<file path="src/rtl/segaddr_pkg.sv">
package segaddr_pkg;

    typedef enum logic [2:0] {
        KIND_FETCH  = 3'd0,
        KIND_MEM    = 3'd1,
        KIND_STACK  = 3'd2,
        KIND_STRDST = 3'd3,
        KIND_IO     = 3'd4
    } acc_kind_e;

    typedef enum logic [1:0] {
        BASE_NONE = 2'd0,
        BASE_BX   = 2'd1,
        BASE_BP   = 2'd2,
        BASE_SP   = 2'd3
    } base_sel_e;

    typedef enum logic [1:0] {
        SEG_CODE  = 2'd0,
        SEG_DATA  = 2'd1,
        SEG_STACK = 2'd2,
        SEG_EXTRA = 2'd3
    } seg_id_e;

    typedef struct packed {
        seg_id_e seg;
        logic    flat;
        logic    consume;
    } seg_pick_t;

    // Segment chosen when no override applies.
    function automatic seg_id_e default_seg(acc_kind_e kind, base_sel_e base);
        seg_id_e s;
        case (kind)
            KIND_MEM:    s = (base == BASE_BP || base == BASE_SP) ? SEG_STACK : SEG_DATA;
            KIND_STACK:  s = SEG_STACK;
            KIND_STRDST: s = SEG_EXTRA;
            default:     s = SEG_CODE;
        endcase
        return s;
    endfunction

    // Byte-lane enables for a first bus cycle.
    function automatic logic [1:0] first_lanes(logic word, logic odd);
        logic [1:0] be;
        if (word && !odd)  be = 2'b11;
        else if (odd)      be = 2'b10;
        else               be = 2'b01;
        return be;
    endfunction

endpackage

</file>
<file path="src/rtl/segaddr_regs.sv">
module segaddr_regs #(
    parameter int SEG_W  = 16,
    parameter int N_SEG  = 4,
    localparam int SEL_W = $clog2(N_SEG)
) (
    input  logic                         clk,
    input  logic                         rst,
    input  logic                         wr_en,
    input  logic [SEL_W-1:0]             wr_sel,
    input  logic [SEG_W-1:0]             wr_data,
    output logic [N_SEG-1:0][SEG_W-1:0]  seg_q
);
    for (genvar g = 0; g < N_SEG; g++) begin : g_seg
        always_ff @(posedge clk) begin
            if (rst)
                seg_q[g] <= '0;
            else if (wr_en && wr_sel == SEL_W'(g))
                seg_q[g] <= wr_data;
        end
    end
endmodule

</file>
<file path="src/rtl/segaddr_sel.sv">
module segaddr_sel
    import segaddr_pkg::*;
(
    input  acc_kind_e kind,
    input  base_sel_e base,
    input  logic      ovr_active,
    input  seg_id_e   ovr_seg,
    output seg_pick_t pick
);
    always_comb begin
        pick.flat    = (kind == KIND_IO);
        pick.consume = (kind == KIND_MEM);
        if (kind == KIND_MEM && ovr_active)
            pick.seg = ovr_seg;
        else
            pick.seg = default_seg(kind, base);
    end
endmodule

</file>
<file path="src/rtl/segaddr_calc.sv">
module segaddr_calc #(
    parameter int OFS_W     = 16,
    parameter int SEG_SHIFT = 4,
    localparam int PA_W     = OFS_W + SEG_SHIFT
) (
    input  logic [OFS_W-1:0] seg_base,
    input  logic [OFS_W-1:0] offset,
    input  logic             flat,
    input  logic             second,
    output logic [PA_W-1:0]  phys
);
    logic [OFS_W-1:0] ofs_eff;
    logic [PA_W-1:0]  seg_ext;

    always_comb begin
        ofs_eff = offset + OFS_W'(second);
        seg_ext = {seg_base, {SEG_SHIFT{1'b0}}};
        if (flat)
            phys = PA_W'(ofs_eff);
        else
            phys = seg_ext + PA_W'(ofs_eff);
    end
endmodule

</file>
<file path="src/rtl/segaddr_gen.sv">
module segaddr_gen
    import segaddr_pkg::*;
#(
    parameter int OFS_W     = 16,
    parameter int SEG_SHIFT = 4,
    localparam int PA_W     = OFS_W + SEG_SHIFT,
    localparam int N_SEG    = 4,
    localparam int SEL_W    = $clog2(N_SEG)
) (
    input  logic             clk,
    input  logic             rst,
    input  logic             seg_wr_en,
    input  logic [SEL_W-1:0] seg_wr_sel,
    input  logic [OFS_W-1:0] seg_wr_data,
    input  logic             pfx_valid,
    input  logic [SEL_W-1:0] pfx_seg,
    input  logic             req_valid,
    output logic             req_ready,
    input  logic [2:0]       req_kind,
    input  logic [1:0]       req_base,
    input  logic [OFS_W-1:0] req_offset,
    input  logic             req_word,
    output logic             bus_valid,
    output logic [PA_W-1:0]  bus_addr,
    output logic [1:0]       bus_be,
    output logic             bus_io,
    output logic             bus_split,
    output logic             bus_phase
);
    logic [N_SEG-1:0][OFS_W-1:0] seg_q;
    logic                        pend_q;
    seg_id_e                     pend_seg_q;
    logic                        ovr_active;
    seg_id_e                     ovr_seg;
    seg_pick_t                   pick;
    logic [1:0][PA_W-1:0]        phys_w;
    logic [PA_W-1:0]             next_addr_q;
    logic                        accept;
    logic                        odd_word;

    segaddr_regs #(.SEG_W(OFS_W), .N_SEG(N_SEG)) regs_i (
        .clk     (clk),
        .rst     (rst),
        .wr_en   (seg_wr_en),
        .wr_sel  (seg_wr_sel),
        .wr_data (seg_wr_data),
        .seg_q   (seg_q)
    );

    always_comb begin
        ovr_active = pfx_valid || pend_q;
        ovr_seg    = pfx_valid ? seg_id_e'(pfx_seg) : pend_seg_q;
    end

    segaddr_sel sel_i (
        .kind       (acc_kind_e'(req_kind)),
        .base       (base_sel_e'(req_base)),
        .ovr_active (ovr_active),
        .ovr_seg    (ovr_seg),
        .pick       (pick)
    );

    for (genvar g = 0; g < 2; g++) begin : g_byte
        segaddr_calc #(.OFS_W(OFS_W), .SEG_SHIFT(SEG_SHIFT)) calc_i (
            .seg_base (seg_q[pick.seg]),
            .offset   (req_offset),
            .flat     (pick.flat),
            .second   (1'(g)),
            .phys     (phys_w[g])
        );
    end

    assign req_ready = !(bus_valid && bus_split && !bus_phase);
    assign accept    = req_valid && req_ready;
    assign odd_word  = req_word && req_offset[0];

    always_ff @(posedge clk) begin
        if (rst) begin
            pend_q     <= 1'b0;
            pend_seg_q <= SEG_CODE;
        end else if (accept && pick.consume) begin
            pend_q     <= 1'b0;
        end else if (pfx_valid) begin
            pend_q     <= 1'b1;
            pend_seg_q <= seg_id_e'(pfx_seg);
        end
    end

    always_ff @(posedge clk) begin
        if (rst) begin
            bus_valid   <= 1'b0;
            bus_addr    <= '0;
            bus_be      <= 2'b00;
            bus_io      <= 1'b0;
            bus_split   <= 1'b0;
            bus_phase   <= 1'b0;
            next_addr_q <= '0;
        end else if (accept) begin
            bus_valid   <= 1'b1;
            bus_addr    <= phys_w[0];
            bus_be      <= first_lanes(req_word, req_offset[0]);
            bus_io      <= pick.flat;
            bus_split   <= odd_word;
            bus_phase   <= 1'b0;
            next_addr_q <= phys_w[1];
        end else if (!req_ready) begin
            bus_addr    <= next_addr_q;
            bus_be      <= 2'b01;
            bus_phase   <= 1'b1;
        end else begin
            bus_valid   <= 1'b0;
            bus_be      <= 2'b00;
            bus_split   <= 1'b0;
            bus_phase   <= 1'b0;
        end
    end
endmodule

</file>
<file path="config.mk">
export PLATFORM = sky130hd
export DESIGN_NAME = segaddr_gen
export DESIGN_NICKNAME = d
export VERILOG_FILES = /design/src/rtl/segaddr_pkg.sv /design/src/rtl/segaddr_regs.sv /design/src/rtl/segaddr_sel.sv /design/src/rtl/segaddr_calc.sv /design/src/rtl/segaddr_gen.sv
export SDC_FILE = /design/constraint.sdc
export NUM_CORES = 1
export LEC_CHECK = 0
export BUFFER_PORTS_ARGS = -buffer_cell sky130_fd_sc_hd__buf_2
export CAP_MARGIN = 5
export CORE_ASPECT_RATIO = 0.7
export CORE_MARGIN = 2
export CORE_UTILIZATION = 50
export CTS_CLUSTER_DIAMETER = 30
export DETAILED_ROUTE_END_ITERATION = 16
export PLACE_DENSITY = 0.73
export SLEW_MARGIN = 10
export SYNTH_ARGS = -nofsm -noshare
export SYNTH_HDL_FRONTEND = slang
export SYNTH_SLANG_ARGS = --single-unit
</file>
<file path="constraint.sdc">
create_clock -name clk -period 4.4 [get_ports clk]
set_clock_uncertainty 0.05 [all_clocks]
set_input_delay 0.88 -clock clk [delete_from_list [all_inputs] [get_ports clk]]
set_output_delay 0.88 -clock clk [all_outputs]
set_load 0.02 [all_outputs]
</file>
# ---- Word-level counts from Yosys, hierarchy flattened
# Cells that the tools add are included.
dict set report op_classes {
  eq_ne 10
  add_sub_neg 3
  n_lt_le_gt_ge 1
  n_reduce_logical 20
  mux 18
}
# op n
set op_table {}
lappend op_table {{two-way mux 20 bit} 4}
lappend op_table {{adder 20 x 16 -> 20 bit} 2}
lappend op_table {{binary-select mux 16 bit (select 2 bit)} 1}
lappend op_table {{adder 16 x 1 -> 16 bit, second input constant} 1}
lappend op_table {{two-way mux 16 bit} 1}
lappend op_table {{two-way mux 2 bit} 6}
lappend op_table {{logical AND 1 bit} 11}
lappend op_table {{equality test 2 bit, second input constant} 4}
lappend op_table {{equality test 3 x 2 -> 1 bit, second input constant} 2}
lappend op_table {{one-hot mux 2 bit (3 select lines)} 1}
lappend op_table {{two-way mux 1 bit} 5}
lappend op_table {{OR reduction 2 bit} 2}
lappend op_table {{equality test 3 x 1 -> 1 bit, second input constant} 1}
lappend op_table {{equality test 3 bit, second input constant} 1}
lappend op_table {{zero test 1 bit} 3}
lappend op_table {{less-than comparator 2 x 3 -> 1 bit, second input constant} 1}
lappend op_table {{equality test 2 x 1 -> 1 bit, second input constant} 1}
lappend op_table {{zero test 2 bit} 1}
lappend op_table {{logical OR 1 bit} 2}
lappend op_table {{!= test 2 bit, second input constant} 1}
lappend op_table {{nonzero test 2 bit} 1}
dict set report totals {
  output_inout_bits 27
  in_bits 47
  regBits 113
  wordCells 65
}

# ---- Depth between registers and ports, before layout
# Gate-level depths: netlist (run 1).
dict set report depth {
  ltp_word 10
  ltp_mapped 19
}

# ---- Hierarchy
# A second synthesis (run 1) with hierarchy kept.
dict set report unflattened {
  hier_cells 816
  area_unflattened_um2 7522.2
}
# module cells_per_inst area_each_um2 seq_area_each_um2 instances
set modules_own_cells {}
lappend modules_own_cells {segaddr_regs 229 2549.9 1281.2 1}
lappend modules_own_cells {segaddr_gen 238 2523.7 980.9 1}
lappend modules_own_cells {{segaddr_calc (g_byte[1].calc_i)} 170 1201.2 0.0 1}
lappend modules_own_cells {{segaddr_calc (g_byte[0].calc_i)} 170 1192.4 0.0 1}
lappend modules_own_cells {segaddr_sel 9 55.1 0.0 1}

# ---- Worst setup path after synthesis (run 1)
# OpenSTA, ideal clock, no wires.
dict set report synth_path {
  path_kind {input-to-reg}
  start {input port req_base[1]}
  end {register next_addr_q[18]}
  t_required_ns 4.225
  path_slack_ns 0.193
  arrival_ns 4.032
  path_stages 17
  path_cell_list {and2b_1 -> o31ai_1 -> nor2b_1 -> buf_2 -> clkbuf_1 -> nand2_1 -> nand2_1 -> nor2_1 -> a31oi_1 -> ha_1 -> nor2b_1 -> o31a_1 -> o31a_1 -> o31a_1 -> o311ai_0 -> xnor2_1 -> o21ai_0}
}
dict set report synth_between {
  elab_chain_cells 9
  elab_cells_between_ends 10
  cone_classes {add/sub: 1; eq/ne: 2; mux: 6; reduce/logical: 1}
}
# item line_no
set synth_rtl {}
lappend synth_rtl {{start: declaration} segaddr_gen.sv:20} ;# input logic [1:0] req_base,
lappend synth_rtl {{equality test 2 bit} segaddr_pkg.sv:35} ;# KIND_MEM: s = (base == BASE_BP || base == BASE_SP) ? SEG_STACK : SEG_DATA;
lappend synth_rtl {{logical OR 1 bit *} segaddr_pkg.sv:35}
lappend synth_rtl {{two-way mux 2 bit *} segaddr_pkg.sv:35}
lappend synth_rtl {{one-hot mux 2 bit (3 select lines) *} segaddr_pkg.sv:34} ;# case (kind)
lappend synth_rtl {{two-way mux 2 bit *} segaddr_sel.sv:13} ;# if (kind == KIND_MEM && ovr_active)
lappend synth_rtl {{binary-select mux 16 bit (select 2 bit) *} segaddr_gen.sv:65} ;# .seg_base (seg_q[pick.seg]),
lappend synth_rtl {{two-way mux 16 bit (not written as such) *} segaddr_gen.sv:65}
lappend synth_rtl {{adder 20 x 16 -> 20 bit *} segaddr_calc.sv:21} ;# phys = seg_ext + PA_W'(ofs_eff);
lappend synth_rtl {{two-way mux 20 bit *} segaddr_calc.sv:18} ;# if (flat)
lappend synth_rtl {{end signal: assignment} segaddr_gen.sv:105} ;# next_addr_q <= phys_w[1];
lappend synth_rtl {{end: declaration} segaddr_gen.sv:37} ;# logic [PA_W-1:0] next_addr_q;
# Every way passes the cells marked *; elsewhere a longest branch is shown, timed or not. The select of a mux whose other input is x is not followed.
# A chain may end at the register's enable or synchronous reset.

# ---- Final worst setup path (run 1)
dict set report layout_path {
  start {input port req_base[1]}
  end {register next_addr_q[14]}
}
# Same word-level chain as after synthesis.

==> results.tsv, run 1 <==
metric	value	unit
synth_xor_xnor_area_share	0.0431	
firstDrtPassIters	5	
dieArea	0.0135	sq mm
viasPerCell	5.54	
final_common_cell	nand2_1	
ios	74	
syn-num-nets	920	
post_cts_buffers	0	
power.share.clock	0.458	
r2r_cells	18	
wl	17200	um
crit_chain	buf_2 > and2b_1 > o31ai_1 > nor2b_2 > buf_12 > nand2_1 > nand2_1 > nor2_1 > a31oi_1 > ha_1 > inv_1 > fa_1 > nor2b_1 > o31a_1 > o31a_1 > o31a_1 > o21ai_0 > mux2i_1 > o31a_1	
first_global_vias	5820	
grt_pass1_wl	28800	um
vdd_drop_max	0.000300	V
grt_overflow_total	0	
final_cell_mix	nand2_1 (229), dfxtp_1 (113), a21oi_1 (104)	
synth-simple-area-share	0.249	
nets	1007	
worstSetupStartpointType	input port	
synth_top_area_frac	0.359	
cts_hold_buffers	0	
cp_max_fo	13	
drc	0	
async_flop_share	0	
cellLeakagePower	3.18	nW
synth_top_family_by_area	simple AND/OR/NAND/NOR gates	
synth-seq-cells	113	
finalSetupViolCount	0	
endpoint_kind	register	
synth_edf_count	0	
path_delay_family	compound AO/OA/AOI/OAI gates	
status	finished, final reports clean	
whs_path_depth	2	
drt_iter0_markers	480	
stdcell_area	0.00764	sq mm
synth_cell_types	50	
dp_hpwl	11800	um
core-area	0.0124	sq mm
final_antenna_net_count	0	
crit_arrival	4.39	ns
cts_buffer_depth	2	
die_h	97.9	um
avgSynthCellArea	7.47	sq um
initial_utilization	0.509	
synth_compound_area_frac	0.204	
tightestPinTransition	1.05	ns
maxSlewHeadroom	0.301	
period_minus_slack	4.14	ns
routed-via-count	6129	
p_per_area	405	mW/mm^2
startpoint	req_base[1]	
post_dp_cell_area	0.00704	sq mm
ys.flop_type	dfxtp_1	
switching_power	0.847	mW
r2r_slack	0.40	ns
place_congestion	0.871	
cpPeakStageDelay	0.38	ns
final_max_slew_viol_count	0	
grt_max_degree	75	
worstPathRequired	4.65	ns
cts.sinks	113	
cts_tree	built	
hold_end	regs_i.seg_q[31]$_SDFFE_PP0P_	
syn_inst	844	
drive_above_1_share	0.167	
syn2layout_area_growth	21.3	%
syn_area	0.00630	sq mm
ys_top_cells_by_area	dfxtp_1 (36%), nand2_1 (14%), a21oi_1 (8.3%)	
root_buffer	clkbuf_16	
worst_hold_path_type	register to register	
grt_usage	0.260	
synth_top_area_cell	dfxtp_1	
clock_latency	0.42	ns
cp_common_cell	o31a_1	
p_int	2.25	mW
finalCritPeriodShare	0.941	
synthAdderAreaFrac	0.0600	
cts_resized	0	
ys_seq_area_frac	0.359	
io_buffers	72	
n_antenna_cell	0	
fp.dieW	138	um
hold_path.startpoint	regs_i.seg_q[31]$_SDFFE_PP0P_	
path_class	input port to register	
synth.area.mux_share	0.0490	
routedWlPerCell	15.6	um
rows	34	
critPathSlowestCell	fa_1	
power_frac_comb	0.184	
cts_buffers	17	
htreeDepth	4	
r2r_end	next_addr_q[14]$_SDFFE_PP0P_	
rsz0062_at_grt	false	
max_cap_violations	0	
p_seq_frac	0.358	
setup_tns	0	ns
r2r_start	pend_q$_SDFFE_PP0P_	
max_freq	0.242	GHz
worst-path-buf-inv	3	
ys_warn_count	0	
cts.clk_slew.worst_paths	0.05	ns
final_hold_viol_count	0	
antenna_found_initial	0	
p_sw_frac	0.274	
==> area by class of cell <==
| class | instances | area [sq um] |
|---|---|---|
| well taps | 162 | 203 |
| inverters | 7 | 26.3 |
| repair buffers | 118 | 721 |
| fillers | 1141 | 4740 |
| clock inverters | 10 | 133 |
| flip-flops and latches | 113 | 2260 |
| clock buffers | 22 | 474 |
| multi-input cells | 674 | 3820 |
==> worst max path at each step <==
stage                                         to  depth (start not counted)
finish              next_addr_q[14]$_SDFFE_PP0P_                         19
global route           bus_addr[16]$_SDFFE_PP0P_                         17
CTS                 next_addr_q[14]$_SDFFE_PP0P_                         19
detailed placement  next_addr_q[15]$_SDFFE_PP0P_                         16
global placement    next_addr_q[15]$_SDFFE_PP0P_                         16
floorplan           next_addr_q[18]$_SDFFE_PP0P_                         17
==> kinds of logic (layout without fill, tap and decap cells) <==
| family | count (synthesis) | in the layout |
|---|---|---|
| and+or+nand+nor | 372 | 372 |
| AOI/OAI and AO/OA | 212 | 212 |
| DFF | 113 | 113 |
| buffers and inverters | 57 | 157 |
| xor gates and xnor gates | 31 | 31 |
| muxes | 30 | 30 |
| adders and majority gates | 29 | 29 |
==> cells in the mapped netlist (17+ instances only) <==
library cell and count:
dfxtp_1 113, a21oi_1 104, xnor2_1 18, ha_1 27
a31oi_1 17, o21ai_0 26, mux2i_1 26, nand2_1 229
clkbuf_1 42, nor2_1 61, a211oi_1 21, nor3_1 21
==> tightest hold or removal path: stages (launching register included) <==
cell     delay (ns)
dfxtp_1        0.31
nand2_1        0.05
a21oi_1        0.05
==> through the flow <==
step,utilization,std cells,hold WS [ns],worst slack [ns],power (mW)
detailed placement,0.568,1074,0.395,-0.0637,1.69
finish,0.617,1106,0.405,0.261,3.09
global placement,0.568,1074,0.390,-0.0289,1.68
CTS,0.617,1106,0.405,0.288,3.10
global route,0.617,1106,0.414,0.0249,3.22
floorplan,-,844,0.370,0.193,1.49
==> power groups by stage <==
stage	clock network [mW]	registers, mW	logic (mW)
final	1.42	1.11	0.568
after detailed placement	0	1.13	0.557
after CTS	1.43	1.11	0.565
after global routing	1.48	1.11	0.630
after global placement	0	1.13	0.550
after floorplan	0	1.15	0.348
==> metal layers <==
metal	track usage	vias to the layer above	wire length [um]
met5	0	-	0
li1	-	3106	-
met3	0.0500	22	965
met2	0.394	180	7410
met1	0.373	2821	8590
met4	0.0887	0	257
==> sequential cells by signal, summed over array words and instances, names as in the netlist <==
name,cells
regs_i.seg_q,64
bus_addr,20
next_addr_q,20
bus_be,2
pend_seg_q,2
bus_io,1
bus_phase,1
bus_split,1
bus_valid,1
pend_q,1
Power figures use the tool's default switching activity.
==> run 2, diff against run 1 <==
--- a/config.mk
+++ b/config.mk
@@ -7,12 +7,11 @@
 export LEC_CHECK = 0
 export BUFFER_PORTS_ARGS = -buffer_cell sky130_fd_sc_hd__buf_2
 export CAP_MARGIN = 5
-export CORE_ASPECT_RATIO = 0.7
 export CORE_MARGIN = 2
 export CORE_UTILIZATION = 50
 export CTS_CLUSTER_DIAMETER = 30
 export DETAILED_ROUTE_END_ITERATION = 16
-export PLACE_DENSITY = 0.73
+export PLACE_DENSITY = 0.7
 export SLEW_MARGIN = 10
 export SYNTH_ARGS = -nofsm -noshare
 export SYNTH_HDL_FRONTEND = slang
==> constraint.sdc (replaced) <==
create_clock -name clk -period 4.1 [get_ports clk]
set_clock_uncertainty 0.05 [all_clocks]
set_input_delay 0.82 -clock clk [delete_from_list [all_inputs] [get_ports clk]]
set_output_delay 0.82 -clock clk [all_outputs]
set_load 0.02 [all_outputs]
==> results.tsv, run 2 (same netlist as run 1, synthesis figures left out) <==
metric	value	unit	change
status	finished, final reports clean		
cellLeakagePower	3.26	nW	+2.6%
final_max_slew_viol_count	0		unchanged
routedWlPerCell	14.8	um	-4.7%
viasPerCell	5.46		-1.5%
hold_slack	0.401	ns	-0.00403 ns
whs_path_depth	2		unchanged
grt_usage	0.257		-0.00367
dp_hpwl	11400	um	-3.5%
cts_hold_buffers	0		unchanged
max_freq	0.257	GHz	
first_global_vias	5742		-1.3%
layout_setup_ws	0.212	ns	-0.0490 ns
max_cap_violations	0		unchanged
wl	16700	um	-3.0%
worst_hold_path_type	register to register		
critPathSlowestCell	fa_1		
firstDrtPassIters	6		+1
rows	41		+21%
dpl_worst_slack	-0.320	ns	-0.257 ns
worstSetupStartpointType	input port		
regMostFlops	regs_i.seg_q		
setup_tns	0	ns	unchanged
post_dp_cell_area	0.00713	sq mm	+1.4%
cts_tree	built		
cts.sinks	113		unchanged
stdcell_area	0.00779	sq mm	+1.9%
cp_max_fo	7		-6
path_class	input port to register		
post_cts_buffers	0		unchanged
grt_max_degree	64		-15%
die_h	116	um	+19%
cts_buffers	17		unchanged
io_buffers	72		unchanged
clock_latency	0.42	ns	about the same
syn2layout_area_growth	23.6	%	
use_met2	0.434		+0.0404
dieArea	0.0135	sq mm	-0.10%
r2r_slack	0.26	ns	-0.14 ns
final_antenna_net_count	0		unchanged
largest_register_ffs	64		unchanged
utilization	0.625		+0.00757
p_per_area	434	mW/mm^2	+7.3%
crit_chain	buf_2 > and2b_1 > o31ai_2 > nand2b_1 > buf_4 > nand2_1 > nand2_1 > nor2_1 > a31oi_2 > ha_1 > fa_1 > a211oi_1 > o211ai_1 > a41oi_1 > xor2_1 > o21ai_0 > mux2i_1 > a211oi_1		
fillers	1154		+1.1%
worstPathRequired	4.38	ns	-0.27 ns
place_congestion	0.860		-1.3%
routed-via-count	6148		+0.31%
tightestPinTransition	0.859	ns	-0.188 ns
final_common_cell	nand2_1		
endpoint_kind	register		
maxSlewHeadroom	0.426		+0.125
reg.largest.list	regs_i.seg_q (64), bus_addr (20), next_addr_q (20)		
cts_buffer_depth	2		unchanged
core-area	0.0125	sq mm	+0.70%
busiest_layer	met2		
rsz0062_at_grt	false		
finalSetupViolCount	0		unchanged
drc	0		unchanged
drt_iter0_markers	380		-21%
fp.dieW	116	um	-16%
drive_above_1_share	0.182		+0.0150
initial_utilization	0.506		-0.00353
root_buffer	clkbuf_16		
htreeDepth	4		unchanged
use_met1	0.333		-0.0407
period_minus_slack	3.89	ns	
nets	1018		+1.1%
cts.clk_slew.worst_paths	0.05	ns	about the same
vdd_drop_max	0.000381	V	+27%
grt_overflow_total	0		unchanged
r2r_cells	17		-1
final_hold_viol_count	0		unchanged
cpPeakStageDelay	0.39	ns	about the same
met3_usage	0.0498		-0.000206
final_cell_mix	nand2_1 (229), dfxtp_1 (113), a21oi_1 (104)		
antenna_found_initial	0		unchanged
n_antenna_cell	0		unchanged
ios	74		unchanged
finalCritPeriodShare	0.948		
grt_pass1_wl	27500	um	-4.6%
crit_arrival	4.17	ns	-0.22 ns
[run 2: cell types whose count changed in the layout (fill, tap and decap cells not counted), sizes merged]
cell,delta
buf,+11
clkinvlp,-2
bufinv,+1
clkbuf,-1
clkinv,+1
[run 2: path summary, 6_finish.rpt]
| kind | startpoint | end |
|---|---|---|
| worst min-delay path | next_addr_q[5]$_SDFFE_PP0P_ | next_addr_q[5]$_SDFFE_PP0P_ |
| worst max-delay path | req_base[1] | bus_addr[14]$_SDFFE_PP0P_ |
| worst min register to register | next_addr_q[5]$_SDFFE_PP0P_ | next_addr_q[5]$_SDFFE_PP0P_ |
| worst max register to register | pend_q$_SDFFE_PP0P_ | bus_addr[14]$_SDFFE_PP0P_ |
[run 2: power by group]
group / switching [mW] / internal, mW
sequential: 0.0308 / 1.16
combinational: 0.353 / 0.267
clock: 0.500 / 1.07
[run 2: final cells by class]
type / instances / area [sq um] / share of cell area
Clock inverter: 10 / 156 / 0.0201
Clock buffer: 21 / 480 / 0.0617
Timing Repair Buffer: 129 / 803 / 0.103
Multi-Input combinational cell: 674 / 3850 / 0.494
Sequential cell: 113 / 2260 / 0.290
Inverter: 7 / 26.3 / 0.00337
Tap cell: 172 / 215 / 0.0276
[run 2: what timing repair did]
action | in CTS | in global routing
endpoints found under the setup margin | 0 | 11
gates resized for setup | 0 | 5
hold endpoints to repair | 0 | 0
[run 2: per-stage QoR]
stage / std cells / total power [mW]
after global routing: 1126 / 3.52
final: 1126 / 3.38
after global placement: 1095 / 1.81
after detailed placement: 1095 / 1.82
after CTS: 1126 / 3.40
after floorplan: 844 / 1.60
[run 2: metal layers]
layer  wire, um  part of all wire  vias up
li1           -                 -     3112
met4        250             0.015        0
met5          0                 0        -
met1       7470              0.45     2807
met3        999             0.060       22
met2       7990              0.48      207
[run 2: critical path, delay by kind of cell]
family | cells | cell delay, ns
compound gates | 7 | 1.70
fa+ha+maj | 2 | 0.66
simple gates | 5 | 0.47
buf+inv | 2 | 0.28
mux | 1 | 0.12
xor+xnor | 1 | 0.10
==> run 3, diff against run 2 <==
--- a/config.mk
+++ b/config.mk
@@ -7,11 +7,13 @@
 export LEC_CHECK = 0
 export BUFFER_PORTS_ARGS = -buffer_cell sky130_fd_sc_hd__buf_2
 export CAP_MARGIN = 5
+export CORE_ASPECT_RATIO = 0.6
 export CORE_MARGIN = 2
 export CORE_UTILIZATION = 50
 export CTS_CLUSTER_DIAMETER = 30
 export DETAILED_ROUTE_END_ITERATION = 16
 export PLACE_DENSITY = 0.7
+export REMOVE_ABC_BUFFERS = 1
 export SLEW_MARGIN = 10
 export SYNTH_ARGS = -nofsm -noshare
 export SYNTH_HDL_FRONTEND = slang
==> results.tsv, run 3 (same netlist as run 1, synthesis figures left out) <==
metric	value	unit	change
p_int	2.28	mW	-8.6%
final_hold_viol_count	0		unchanged
cts_buffer_depth	2		unchanged
cts_hold_buffers	0		unchanged
path_class	input port to register		
regArea	0.00226	sq mm	unchanged
cpPeakStageDelay	0.35	ns	-0.04 ns
hold_slack	0.404	ns	+0.00335 ns
drive_above_1_share	0.184		+0.00190
r2r_start	pend_q$_SDFFE_PP0P_		
clock_latency	0.41	ns	about the same
path_delay_family	compound AO/OA/AOI/OAI gates		
routed-via-count	6379		+3.8%
fillers	1071		-7.2%
wl	18100	um	+8.6%
period_minus_slack	4.01	ns	+0.125 ns
p_per_area	420	mW/mm^2	-3.3%
cts.clk_slew.worst_paths	0.06	ns	about the same
core-area	0.0122	sq mm	-2.3%
endpoint_kind	register		
rows	31		-24%
stdcell_area	0.00774	sq mm	-0.67%
crit_arrival	4.26	ns	+0.09 ns
startpoint	req_base[1]		
grt_pass1_wl	30000	um	+9.1%
nets	1018		unchanged
viasPerCell	5.70		+4.3%
final_common_cell	nand2_1		
cts.sinks	113		unchanged
worst-path-buf-inv	3		+1
worst_hold_path_type	register to register		
regMostFlops	regs_i.seg_q		
die_h	91.0	um	-22%
cts_buffers	17		unchanged
reg.largest.list	regs_i.seg_q (64), bus_addr (20), next_addr_q (20)		
power_frac_comb	0.196		+0.013
n_antenna_cell	0		unchanged
firstDrtPassIters	6		unchanged
place_congestion	0.911		+6.0%
post_dp_cell_area	0.00711	sq mm	-0.23%
max_cap_violations	0		unchanged
final_cell_mix	nand2_1 (229), dfxtp_1 (113), a21oi_1 (104)		
fp.dieW	149	um	+28%
worstPathRequired	4.34	ns	-0.04 ns
cp_common_cell	mux2i_1		
io_buffers	72		unchanged
cts_tree	built		
power.share.clock	0.438		-0.027
finalCritPeriodShare	0.979		+0.0306
htreeDepth	4		unchanged
final_max_slew_viol_count	0		unchanged
antenna_found_initial	1		+1
p_seq_frac	0.366		+0.014
hold_path.startpoint	next_addr_q[10]$_SDFFE_PP0P_		
critPathSlowestCell	a211o_1		
worstSetupStartpointType	input port		
first_global_vias	6106		+6.3%
cp_max_fo	6		-1
vdd_drop_max	0.000325	V	-15%
crit_chain	buf_2 > and2b_1 > o31ai_4 > nand2b_1 > buf_4 > mux2i_1 > mux2i_1 > buf_4 > ha_1 > a211oi_1 > o21ai_0 > a211o_1 > a21o_1 > a21oi_1 > mux2i_1 > a21oi_1		
p_sw_frac	0.298		+0.0363
drc	0		unchanged
dieArea	0.0135	sq mm	+0.22%
post_cts_buffers	0		unchanged
finalSetupViolCount	0		unchanged
max_freq	0.249	GHz	-3.1%
routedWlPerCell	16.2	um	+9.1%
maxSlewHeadroom	0.366		-0.0603
switching_power	0.967	mW	+9.4%
ios	74		unchanged
largest_register_ffs	64		unchanged
final_antenna_net_count	0		unchanged
rsz0062_at_grt	true		
grt_usage	0.275		+0.0181
grt_max_degree	77		+20%
multi_input_area	0.00387	sq mm	+0.62%
status	finished, final reports clean		
cellLeakagePower	3.22	nW	-1.2%
root_buffer	clkbuf_16		
drt_iter0_markers	474		+25%
grt_overflow_total	0		unchanged
initial_utilization	0.517		+0.0119
syn2layout_area_growth	22.8	%	
tightestPinTransition	0.951	ns	+0.0914 ns
dp_hpwl	12800	um	+13%
[run 3: cell types whose count changed in the layout (fill, tap and decap cells not counted), moves of 2 or more]
| cell | delta |
|---|---|
| clkinv_4 | +4 |
| bufinv_16 | -3 |
| clkbuf_8 | -3 |
| inv_6 | +3 |
| clkinv_2 | -2 |
| clkinvlp_4 | +2 |
[run 3: power by group through the flow]
stage	clock network, mW	registers [mW]	logic (mW)
5_1_grt	1.49	1.20	0.705
6_report	1.42	1.19	0.637
3_3_place_gp	0	1.21	0.596
2_1_floorplan	0	1.23	0.347
3_5_place_dp	0	1.21	0.616
4_1_cts	1.44	1.19	0.623
[run 3: per-stage QoR]
stage          power (mW)  worst slack, ns  cells   util  TNS, ns
2_1_floorplan        1.58           -0.640    794      -    -7.22
3_3_place_gp         1.81           -0.365   1088  0.584    -3.10
3_5_place_dp         1.83           -0.474   1088  0.584    -4.55
4_1_cts              3.25           0.0389   1120  0.631        0
5_1_grt              3.39          -0.0422   1120  0.635  -0.0910
6_report             3.25           0.0866   1120  0.635        0
[run 3: worst paths after layout]
| kind | to | cells past startpoint | slack (ns) |
|---|---|---|---|
| setup reg to reg | next_addr_q[15]$_SDFFE_PP0P_ | 15 | 0.18 |
| setup / recovery | next_addr_q[15]$_SDFFE_PP0P_ | 16 | 0.09 |
| hold reg to reg | bus_addr[10]$_SDFFE_PP0P_ | 2 | 0.40 |
| hold / removal | bus_addr[10]$_SDFFE_PP0P_ | 2 | 0.40 |
[run 3: cell type report]
type	count	share of cell area
multi-input cells	674	0.500
flip-flops and latches	113	0.292
repair buffers	129	0.103
clock buffers	18	0.0568
well taps	165	0.0267
clock inverters	14	0.0171
inverters	7	0.00340
[run 3: metal layers]
| layer | vias up | routed length, um | global-route usage |
|---|---|---|---|
| li1 | 3126 | - | - |
| met1 | 2984 | 8410 | 0.381 |
| met2 | 241 | 8130 | 0.437 |
| met3 | 26 | 1340 | 0.0477 |
| met4 | 2 | 249 | 0.0810 |
| met5 | - | 7 | 0 |
[run 3: tightest hold or removal path: stages, from the launching register on]
cell	delay, ns
dfxtp_1	0.30
nand2_1	0.05
a21oi_1	0.05
[run 3: what timing repair did]
item                                   in CTS  in global routing
pin swaps                                   0                  1
endpoints found under the hold margin       0                  0
setup endpoints to repair                   3                  8
resized for setup                           1                  9
